$ cat src/rtl/smt_pkg.sv
package smt_pkg;
  localparam int CNT_W = 8;
  localparam int ADDR_W = 3;
  localparam int N_SRC = 2;
  localparam int SRC_IRQ = 0;
  localparam int SRC_VID = 1;

  typedef enum logic [ADDR_W-1:0] {
    REG_ON      = 3'd0,
    REG_OFF     = 3'd1,
    REG_CFG     = 3'd2,
    REG_SPD_EN  = 3'd3,
    REG_IRQ_LEN = 3'd4,
    REG_VID_LEN = 3'd5
  } reg_addr_e;

  typedef struct packed {
    logic [CNT_W-1:0] on_cnt;
    logic [CNT_W-1:0] off_cnt;
    logic             mod_en;
    logic [N_SRC-1:0] spd_en;
    logic [CNT_W-1:0] irq_len;
    logic [CNT_W-1:0] vid_len;
  } smt_cfg_t;
endpackage

$ cat src/rtl/smt_regs.sv
module smt_regs
  import smt_pkg::*;
(
  input  logic              clk_i,
  input  logic              rst_ni,
  input  logic              wr_en_i,
  input  logic [ADDR_W-1:0] wr_addr_i,
  input  logic [CNT_W-1:0]  wr_data_i,
  output smt_cfg_t          cfg_o
);
  always_ff @(posedge clk_i or negedge rst_ni) begin
    if (!rst_ni) begin
      cfg_o <= '0;
    end else if (wr_en_i) begin
      if (wr_addr_i == REG_ON)      cfg_o.on_cnt  <= wr_data_i;
      if (wr_addr_i == REG_OFF)     cfg_o.off_cnt <= wr_data_i;
      if (wr_addr_i == REG_CFG)     cfg_o.mod_en  <= wr_data_i[0];
      if (wr_addr_i == REG_SPD_EN)  cfg_o.spd_en  <= wr_data_i[N_SRC-1:0];
      if (wr_addr_i == REG_IRQ_LEN) cfg_o.irq_len <= wr_data_i;
      if (wr_addr_i == REG_VID_LEN) cfg_o.vid_len <= wr_data_i;
    end
  end

  AST_CFG_HOLD: assert property (@(posedge clk_i) disable iff (!rst_ni)
    !wr_en_i |=> $stable(cfg_o)) else $error("cfg changed without write");
endmodule

$ cat src/rtl/smt_prescaler.sv
module smt_prescaler #(
  parameter int TICK_CYCLES = 3200
) (
  input  logic clk_i,
  input  logic rst_ni,
  output logic tick_o
);
  localparam int PW = (TICK_CYCLES > 1) ? $clog2(TICK_CYCLES) : 1;
  localparam logic [PW-1:0] LAST = PW'(TICK_CYCLES - 1);

  logic [PW-1:0] cnt_q;

  assign tick_o = (cnt_q == LAST);

  always_ff @(posedge clk_i or negedge rst_ni) begin
    if (!rst_ni)     cnt_q <= '0;
    else if (tick_o) cnt_q <= '0;
    else             cnt_q <= cnt_q + 1'b1;
  end

  if (TICK_CYCLES > 1) begin : g_gap_chk
    AST_TICK_GAP: assert property (@(posedge clk_i) disable iff (!rst_ni)
      tick_o |=> !tick_o) else $error("back-to-back ticks");
  end
endmodule

$ cat src/rtl/smt_spd_timer.sv
module smt_spd_timer #(
  parameter int CNT_W      = 8,
  parameter int UNIT_TICKS = 31
) (
  input  logic             clk_i,
  input  logic             rst_ni,
  input  logic             tick_i,
  input  logic             evt_i,
  input  logic [CNT_W-1:0] len_i,
  output logic             hold_o
);
  localparam int RW = CNT_W + $clog2(UNIT_TICKS + 1);

  logic [RW-1:0] rem_q;
  logic [RW-1:0] load;

  assign load   = RW'(len_i) * RW'(UNIT_TICKS);
  assign hold_o = (rem_q != '0);

  always_ff @(posedge clk_i or negedge rst_ni) begin
    if (!rst_ni)               rem_q <= '0;
    else if (evt_i)            rem_q <= load;
    else if (tick_i && hold_o) rem_q <= rem_q - 1'b1;
  end

  AST_SPD_FROZEN: assert property (@(posedge clk_i) disable iff (!rst_ni)
    (!evt_i && !tick_i) |=> $stable(rem_q)) else $error("timer moved off tick");
  AST_SPD_IDLE: assert property (@(posedge clk_i) disable iff (!rst_ni)
    (!evt_i && !hold_o) |=> !hold_o) else $error("hold without event");
endmodule

$ cat src/rtl/smt_modulator.sv
module smt_modulator #(
  parameter int CNT_W = 8
) (
  input  logic             clk_i,
  input  logic             rst_ni,
  input  logic             tick_i,
  input  logic             active_i,
  input  logic [CNT_W-1:0] on_cnt_i,
  input  logic [CNT_W-1:0] off_cnt_i,
  output logic             susp_o
);
  logic             run_q;
  logic             ph_on_q;
  logic [CNT_W-1:0] rem_q;
  logic [CNT_W:0]   start_pick;
  logic [CNT_W:0]   next_pick;

  // prefer the other phase, fall back to the same one, else idle released
  function automatic logic [CNT_W:0] pick(input logic from_on,
                                          input logic [CNT_W-1:0] on_c,
                                          input logic [CNT_W-1:0] off_c);
    logic [CNT_W-1:0] oth;
    logic [CNT_W-1:0] same;
    oth  = from_on ? off_c : on_c;
    same = from_on ? on_c : off_c;
    if (oth != '0)       pick = {~from_on, oth};
    else if (same != '0) pick = {from_on, same};
    else                 pick = '0;
  endfunction

  assign start_pick = pick(1'b1, on_cnt_i, off_cnt_i);
  assign next_pick  = pick(ph_on_q, on_cnt_i, off_cnt_i);
  assign susp_o     = active_i & run_q & ph_on_q;

  always_ff @(posedge clk_i or negedge rst_ni) begin
    if (!rst_ni) begin
      run_q <= 1'b0; ph_on_q <= 1'b0; rem_q <= '0;
    end else if (!active_i) begin
      run_q <= 1'b0; ph_on_q <= 1'b0; rem_q <= '0;
    end else if (!run_q) begin
      run_q <= 1'b1;
      {ph_on_q, rem_q} <= start_pick;
    end else if (tick_i) begin
      if (rem_q > CNT_W'(1)) rem_q <= rem_q - 1'b1;
      else                   {ph_on_q, rem_q} <= next_pick;
    end
  end

  AST_ON_NONEMPTY: assert property (@(posedge clk_i) disable iff (!rst_ni)
    (run_q && ph_on_q) |-> (rem_q != '0)) else $error("empty ON phase");
  AST_PH_AT_TICK: assert property (@(posedge clk_i) disable iff (!rst_ni)
    (run_q && active_i && !tick_i) |=> ($stable(ph_on_q) && $stable(rem_q)))
    else $error("phase moved between ticks");
endmodule

$ cat src/rtl/susp_mod_throttle.sv
module susp_mod_throttle
  import smt_pkg::*;
#(
  parameter int CLK_MHZ    = 100,
  parameter int TICK_US    = 32,
  parameter int UNIT_TICKS = 31
) (
  input  logic              clk_i,
  input  logic              rst_ni,
  input  logic              wr_en_i,
  input  logic [ADDR_W-1:0] wr_addr_i,
  input  logic [CNT_W-1:0]  wr_data_i,
  input  logic              irq_evt_i,
  input  logic              vid_evt_i,
  output logic              susp_no
);
  localparam int TICK_CYCLES = CLK_MHZ * TICK_US;

  smt_cfg_t         cfg;
  logic             tick;
  logic [N_SRC-1:0] evt;
  logic [N_SRC-1:0] hold;
  logic [CNT_W-1:0] len [N_SRC];
  logic             hold_any;
  logic             active;
  logic             susp;

  assign evt[SRC_IRQ] = irq_evt_i;
  assign evt[SRC_VID] = vid_evt_i;
  assign len[SRC_IRQ] = cfg.irq_len;
  assign len[SRC_VID] = cfg.vid_len;

  smt_regs u_regs (
    .clk_i, .rst_ni, .wr_en_i, .wr_addr_i, .wr_data_i, .cfg_o(cfg)
  );

  smt_prescaler #(.TICK_CYCLES(TICK_CYCLES)) u_presc (
    .clk_i, .rst_ni, .tick_o(tick)
  );

  for (genvar g = 0; g < N_SRC; g++) begin : g_spd
    smt_spd_timer #(.CNT_W(CNT_W), .UNIT_TICKS(UNIT_TICKS)) u_tmr (
      .clk_i, .rst_ni,
      .tick_i (tick),
      .evt_i  (evt[g] & cfg.spd_en[g]),
      .len_i  (len[g]),
      .hold_o (hold[g])
    );
  end

  assign hold_any = |hold;
  assign active   = cfg.mod_en & ~hold_any;

  smt_modulator #(.CNT_W(CNT_W)) u_mod (
    .clk_i, .rst_ni,
    .tick_i    (tick),
    .active_i  (active),
    .on_cnt_i  (cfg.on_cnt),
    .off_cnt_i (cfg.off_cnt),
    .susp_o    (susp)
  );

  assign susp_no = ~susp;

  AST_HOLD_RELEASE: assert property (@(posedge clk_i) disable iff (!rst_ni)
    hold_any |-> susp_no) else $error("suspend during speedup");
  AST_DIS_RELEASE: assert property (@(posedge clk_i) disable iff (!rst_ni)
    !cfg.mod_en |-> susp_no) else $error("suspend while disabled");
  AST_RESUME_OFF: assert property (@(posedge clk_i) disable iff (!rst_ni)
    ($fell(hold_any) && cfg.off_cnt != '0 && !(|(evt & cfg.spd_en)) && !wr_en_i)
      |=> susp_no) else $error("resume not in OFF");
endmodule

$ cat config.mk
export PLATFORM = sky130hd
export DESIGN_NAME = susp_mod_throttle
export DESIGN_NICKNAME = d
export VERILOG_FILES = /design/src/rtl/smt_pkg.sv /design/src/rtl/smt_regs.sv /design/src/rtl/smt_prescaler.sv /design/src/rtl/smt_spd_timer.sv /design/src/rtl/smt_modulator.sv /design/src/rtl/susp_mod_throttle.sv
export SDC_FILE = /design/constraint.sdc
export NUM_CORES = 1
export LEC_CHECK = 0
export ABC_AREA = 1
export BUFFER_PORTS_ARGS = -buffer_cell sky130_fd_sc_hd__buf_2
export CAP_MARGIN = 5
export CORE_UTILIZATION = 35
export CTS_BUF_LIST = sky130_fd_sc_hd__clkbuf_16
export CTS_CLUSTER_DIAMETER = 100
export DETAILED_ROUTE_END_ITERATION = 6
export HOLD_SLACK_MARGIN = 0.06
export PLACE_DENSITY = 0.48
export SYNTH_ARGS = -nofsm -noshare
export SYNTH_HDL_FRONTEND = slang
export SYNTH_SLANG_ARGS = --single-unit
$ cat constraint.sdc
create_clock -name clk_i -period 6.88 [get_ports clk_i]
set_input_delay 0.688 -clock clk_i [delete_from_list [all_inputs] [get_ports clk_i]]
set_output_delay 0.688 -clock clk_i [all_outputs]
set_load 0.03 [all_outputs]
==> results.toml, run 1 <==
[status]
status = "finished clean"

[floorplan]
fp.coreArea_sq_mm = 0.01965
die_h_um = 144.4
start_util_pct = 36.12
die_w_um = 144.4
io_pins = 17
fp-row-count = 51
die-area_sq_mm = 0.02085

[global_routing]
grt_max_degree = 67
grt_pass1_wl_um = 28920
grt.total_usage_pct = 18.09
grt_antenna_before_repair = 0
grt_pass1_vias = 5730
grt.overflow.total = 0

[layout]
register_area_sq_mm = 0.002077
drive_gt1_share_pct = 7.164
area_delta_synth_final_pct = 9.008
nNetsFinal = 1081
fill_cells = 2159
layoutNonFillerInstCount = 1256
n_antenna_cell = 0
multi_input_area_sq_mm = 0.004268

[clock_network]
clk_latency_ps = 360
clockRootBuffer = "clkbuf_16"
cts_made_buffers = 9
post_cts_buffers = 0
clockBufferDepth = 2
tritoncts = "yes"
clk_pin_slew_ps = 70
cts_sinks = 83
htreeDepth = 3
ctsHoldBuffers = 0
post_cts_resized = 0

[critical_path]
end_kind = "register"
reg2reg_depth = 15
r2r-end = "g_spd[0].u_tmr.rem_q[12]$_DFFE_PN0P_"
worst-setup-path-type = "reg2reg"
ff2ff_setup_slack_ps = 3290
cp-start-kind = "register"
critPathMaxFanout = 5
rr_startpoint = "u_regs.cfg_o[13]$_DFFE_PN0P_"
crit_arrival_ps = 3880
cp.required_ps = 7170

[run]
cap_viol_max_count = 0

[timing]
skew_ps = 10.69
setup_viol = 0
period_share_pct = 52.17
hold_viol_final = 0
rsz0062_at_grt = "false"
timing.fmax_mhz = 278.6
slew_headroom_pct = 43.55
finalMaxSlewViolations = 0
finalSetupTns_ps = 0
period_needed_ps = 3589
layout_setup_ws_ps = 3291
max_slew.worst_pin.slew_ps = 846.8

[pwr]
ir_worst_vdd_mv = 0.1510
leakage_nw = 4.045
p_per_area_mw_per_mm2 = 400.8

[synth]
synth_common_cells = "nand2_1, inv_1, o21ai_0"
yosysTopAreaCell = "dfrtp_1"
async_flop_share_pct = 100.0
synthXorXnorAreaFrac_pct = 2.221
ys.flop_type = "dfrtp_1"
synth.avg_cell_area_sq_um = 7.295
yosys.area_share.simple_pct = 28.45
syn_area_sq_mm = 0.007098
ys_seq_elements = 83
synthTopCellsByArea = "dfrtp_1, nand2_1, fa_1"
yosys.cell_count.top_type = "nand2_1"
syn_inst = 973
synth_fa_ha_area_share_pct = 17.52
synth_compound_gate_area_share_pct = 11.93
ys_types = 40
synth_mux_area_share_pct = 0
synth_top_family_by_area = "simple AND/OR/NAND/NOR gates"
synth-edff-count = 0
synth_warnings = 0
netlist.area_leader.share_pct = 29.26
seq_area_frac_synth_pct = 29.26
synthesis.nets = 1068

[detailed_routing]
drc = 0
drtIter0Drc = 294
wire_per_inst_um = 13.70
via_count = 6035
antenna_left = 0
firstDrtPassIters = 5
wl_um = 17210
vias_per_cell = 4.805

[placement]
globalplace.congestion = 0.8746
port_buffers = 16
dpl.hpwl_um = 13580
pre_cts_slack_ps = 3255
dpl.cell_count = 1240

[worst_hold_path]
hp-class = "in2async"
## registers in the layout, summed over array words and instances, names as in the netlist
signal,cells
u_regs.cfg_o,35
g_spd.u_tmr.rem_q,26
u_mod.run_q,1
u_mod.rem_q,8
u_mod.ph_on_q,1
u_presc.cnt_q,12
## layer usage
layer | GRT usage, % | up-vias | share of wire (%)
met2 | 28.90 | 83 | 46
met1 | 25.09 | 2831 | 49
met3 | 3.377 | 17 | 3.2
met5 | 0 | - | 0
met4 | 4.432 | 0 | 1.4
li1 | - | 3104 | -
## layout make-up
class                      instances  share of cell area [%]
timing repair buffer              17                   1.164
tap                              265                   4.285
sequential                        83                   26.84
multi-input combinational        697                   55.16
clock buffer                       9                   2.911
inverter                         178                   8.668
clock inverter                     7                  0.9702
## how the worst max path moves through the flow
| stage | start | endpoint | cells past startpoint |
|---|---|---|---|
| final | u_regs.cfg_o[13]$_DFFE_PN0P_ | g_spd[0].u_tmr.rem_q[12]$_DFFE_PN0P_ | 15 |
| after global routing | u_regs.cfg_o[5]$_DFFE_PN0P_ | g_spd[1].u_tmr.rem_q[8]$_DFFE_PN0P_ | 16 |
| after CTS | u_regs.cfg_o[5]$_DFFE_PN0P_ | g_spd[1].u_tmr.rem_q[8]$_DFFE_PN0P_ | 16 |
| after detailed placement | u_regs.cfg_o[5]$_DFFE_PN0P_ | g_spd[1].u_tmr.rem_q[8]$_DFFE_PN0P_ | 16 |
| after global placement | u_regs.cfg_o[13]$_DFFE_PN0P_ | g_spd[0].u_tmr.rem_q[11]$_DFFE_PN0P_ | 15 |
| after floorplan | u_regs.cfg_o[5]$_DFFE_PN0P_ | g_spd[1].u_tmr.rem_q[8]$_DFFE_PN0P_ | 16 |
## stage by stage
step / hold WS (ps) / cell area, sq um / total power [mW] / utilization, %
after floorplan: 392.4 / 7098 / 2.183 / -
after global placement: 456.8 / 7437 / 2.621 / 37.84
after detailed placement: 465.7 / 7437 / 2.600 / 37.84
after CTS: 195.0 / 7737 / 3.141 / 39.37
after global routing: 202.5 / 7737 / 3.489 / 39.37
final: 200.9 / 7737 / 3.101 / 39.37
## cells by family after synthesis
family | count (synthesis)
xor gates and xnor gates | 18
AOI/OAI and AO/OA | 158
DFF | 83
buffers and inverters | 193
and+or+nand+nor | 442
adders and majority gates | 79
## report_power, final
| group | switching (mW) | leakage, nW | internal, mW |
|---|---|---|---|
| sequential | 0.122 | 1.04 | 0.599 |
| clock | 0.229 | 0.150 | 0.284 |
| combinational | 1.18 | 2.85 | 0.681 |
## placed cells by master, fill, tap and decap left out, types with 2 or more instances in the layout
cell,count
o211ai_1,3
xnor2_1,9
o21ai_1,12
o21bai_1,6
nor2_8,2
o21ai_0,85
clkbuf_16,9
clkinv_2,4
nand4_1,12
a21oi_1,37
nor2_4,11
inv_1,169
inv_2,5
a31oi_1,7
nand3_4,2
buf_4,2
nand3_1,73
nor3_1,8
dfrtp_1,83
fa_1,34
ha_1,45
nand2_2,2
xor2_1,9
nor2_2,4
nand3_2,2
nand2_4,4
inv_6,2
clkinv_1,2
clkinv_4,2
buf_2,15
a211oi_1,3
nor2_1,81
nand2_1,238
## critical path, cell delays in order (launching register included)
cell,delay [ps]
dfrtp_1,450
inv_1,190
fa_1,520
inv_1,50
fa_1,490
inv_1,50
fa_1,500
inv_1,40
ha_1,350
a21oi_1,250
o21ai_0,130
nand2_1,100
nand3_1,70
nand2_1,60
nand3_1,120
a21oi_2,140
Note: power is estimated with default switching activity, not from simulation.
==> inputs of run 2 (changes only) <==
--- a/config.mk
+++ b/config.mk
@@ -5,7 +5,7 @@
 export SDC_FILE = /design/constraint.sdc
 export NUM_CORES = 1
 export LEC_CHECK = 0
-export ABC_AREA = 1
+export ABC_AREA = 0
 export BUFFER_PORTS_ARGS = -buffer_cell sky130_fd_sc_hd__buf_2
 export CAP_MARGIN = 5
 export CORE_UTILIZATION = 35
@@ -13,7 +13,7 @@
 export CTS_CLUSTER_DIAMETER = 100
 export DETAILED_ROUTE_END_ITERATION = 6
 export HOLD_SLACK_MARGIN = 0.06
-export PLACE_DENSITY = 0.48
+export PLACE_DENSITY = 0.5
 export SYNTH_ARGS = -nofsm -noshare
 export SYNTH_HDL_FRONTEND = slang
 export SYNTH_SLANG_ARGS = --single-unit
==> constraint.sdc (replaced) <==
create_clock -name clk_i -period 3.25 [get_ports clk_i]
set_input_delay 0.325 -clock clk_i [delete_from_list [all_inputs] [get_ports clk_i]]
set_output_delay 0.325 -clock clk_i [all_outputs]
set_load 0.03 [all_outputs]
==> results.toml, run 2 <==
[status]
status = "complete, but fails checks"
violations = "negative setup slack"

[detailed_routing]
via_count = 4918
firstDrtPassIters = 4
wl_um = 14900
vias_per_cell = 5.054
drc = 0
antenna_left = 0
drtIter0Drc = 239
wire_per_inst_um = 15.31

[layout]
largest_register_ffs = 35
layout_common_cells = "dfrtp_1, buf_4, nor2_1, inv_1, nand2_1"
fill_cells = 1689
multi_input_area_sq_mm = 0.004049
register_area_sq_mm = 0.002077
drive_gt1_share_pct = 25.40
final_common_cell = "dfrtp_1"
top_regs = "u_regs.cfg_o x35, g_spd.u_tmr.rem_q x26, u_presc.cnt_q x12"
finalCoreUtilization_pct = 43.80
n_antenna_cell = 0
area_delta_synth_final_pct = 21.26
top_register = "u_regs.cfg_o"
nNetsFinal = 838

[synth]
yosysTopAreaCell = "dfrtp_1"
syn_area_sq_mm = 0.006291
netlist.area_leader.share_pct = 33.02
seq_area_frac_synth_pct = 33.02
synth_warnings = 0
syn_inst = 661
synthesis.nets = 756
async_flop_share_pct = 100.0
synth-edff-count = 0
synthTopCellsByArea = "dfrtp_1, fa_1, ha_1"
synth_common_cells = "dfrtp_1, inv_1, nor2_1"
ys_types = 55
yosys.cell_count.top_type = "dfrtp_1"
ys.flop_type = "dfrtp_1"
synth.avg_cell_area_sq_um = 9.517
ys_seq_elements = 83

[timing]
layout_setup_ws_ps = -301.3
finalMaxSlewViolations = 0
timing.fmax_mhz = 281.6
setup_viol = 10
rsz0062_at_grt = "true"
max_slew.worst_pin.slew_ps = 1102
skew_ps = 10.37
hold_viol_final = 0
slew_headroom_pct = 26.55
period_share_pct = 109.3
period_needed_ps = 3551

[pwr]
ir_worst_vdd_mv = 0.9437
power.total_mw = 9.878
leakage_nw = 3.425
p_per_area_mw_per_mm2 = 1295

[placement]
port_buffers = 16
dpl.hpwl_um = 10970
globalplace.congestion = 0.7720

[clock_network]
cts_sinks = 83
tritoncts = "yes"
clk_pin_slew_ps = 70
htreeDepth = 3
ctsHoldBuffers = 0
clockBufferDepth = 2
clockRootBuffer = "clkbuf_16"
clk_latency_ps = 350
cts_made_buffers = 9

[run]
cap_viol_max_count = 0

[critical_path]
worst-setup-path-type = "reg2reg"
cp-start-kind = "register"
end_kind = "register"
critPathMaxFanout = 3
crit_arrival_ps = 3760
cp.required_ps = 3450

[worst_hold_path]
hp-class = "in2async"

[floorplan]
fp-row-count = 48
start_util_pct = 36.12
die-area_sq_mm = 0.01852
fp.coreArea_sq_mm = 0.01742
io_pins = 17
die_w_um = 136.1
die_h_um = 136.1

[global_routing]
grt_pass1_vias = 4913
grt.overflow.total = 0
grt_antenna_before_repair = 0
grt.total_usage_pct = 17.31
grt_max_degree = 84
grt_pass1_wl_um = 24740
[run 2: where the power goes]
part / switching, mW / internal (mW)
clock network: 0.463 / 0.604
logic: 3.49 / 3.77
registers: 0.260 / 1.29
total: 4.21 / 5.66
[run 2: worst paths after layout]
path                            cells after the start                                   end  slack, ps                        start
worst max-delay path                               12  g_spd[1].u_tmr.rem_q[10]$_DFFE_PN0P_       -300  u_regs.cfg_o[0]$_DFFE_PN0P_
worst min-delay path                                1  g_spd[0].u_tmr.rem_q[12]$_DFFE_PN0P_        140                       rst_ni
worst max register to register                     12  g_spd[1].u_tmr.rem_q[10]$_DFFE_PN0P_       -300  u_regs.cfg_o[0]$_DFFE_PN0P_
worst min register to register                      1            u_presc.cnt_q[0]$_DFF_PN0_        490   u_presc.cnt_q[0]$_DFF_PN0_
max in group asynchronous                           1   g_spd[1].u_tmr.rem_q[4]$_DFFE_PN0P_       2370                       rst_ni
min in group clk_i                                  3          u_regs.cfg_o[22]$_DFFE_PN0P_        290                 wr_data_i[3]
[run 2: per-layer routing]
layer | routed length (um) | part of all wire (%) | vias up | GRT usage [%]
li1 | - | - | 2446 | -
met4 | 386 | 2.6 | 0 | 7.284
met5 | 0 | 0 | - | 0
met3 | 427 | 2.9 | 23 | 2.871
met2 | 7067 | 47 | 59 | 26.90
met1 | 7017 | 47 | 2390 | 23.74
[run 2: final cells by class]
cell class | count | share of cell area (%)
multi-input cells | 485 | 53.08
flip-flops and latches | 83 | 27.23
repair buffers | 89 | 8.365
inverters | 75 | 3.690
well taps | 225 | 3.690
clock buffers | 9 | 2.952
clock inverters | 7 | 1.000
[run 2: per-stage QoR]
stage / hold slack [ps] / setup slack, ps / cells / instance area (sq um) / setup TNS, ps
floorplan: 29.41 / -124.2 / 661 / 6370 / -374.7
global placement: 477.7 / -273.6 / 942 / 7047 / -1715
detailed placement: 478.8 / -322.4 / 942 / 7047 / -2365
CTS: 221.0 / -261.2 / 965 / 7507 / -1241
global route: 274.9 / -433.2 / 973 / 7629 / -3438
finish: 135.8 / -301.3 / 973 / 7629 / -1355
[run 2: repair_timing]
| item | CTS | global route |
|---|---|---|
| pin swaps | 23 | 32 |
| resized for setup | 33 | 19 |
| endpoints found under the setup margin | 13 | 14 |
| setup buffers | 7 | 9 |
[run 2: cell families after synthesis]
kind of cell	Yosys count	share of synthesized area (%)
buffers and inverters	93	6.265
AO/OA/AOI/OAI	135	13.11
multiplexers	33	5.847
flip-flops	83	33.02
adder cells (fa/ha/maj)	79	19.77
AND/OR/NAND/NOR	189	15.18
XOR/XNOR	49	6.822
[run 2: worst max-delay path: stages (launching register included)]
cell and delay (ps):
dfrtp_1 410, fa_1 540, fa_1 580, inv_1 60, fa_1 490, inv_2 50, ha_4 220, a211oi_4 220
o21bai_1 130, a2111oi_2 330, nor3_1 110, xnor2_1 180, o21ai_1 80
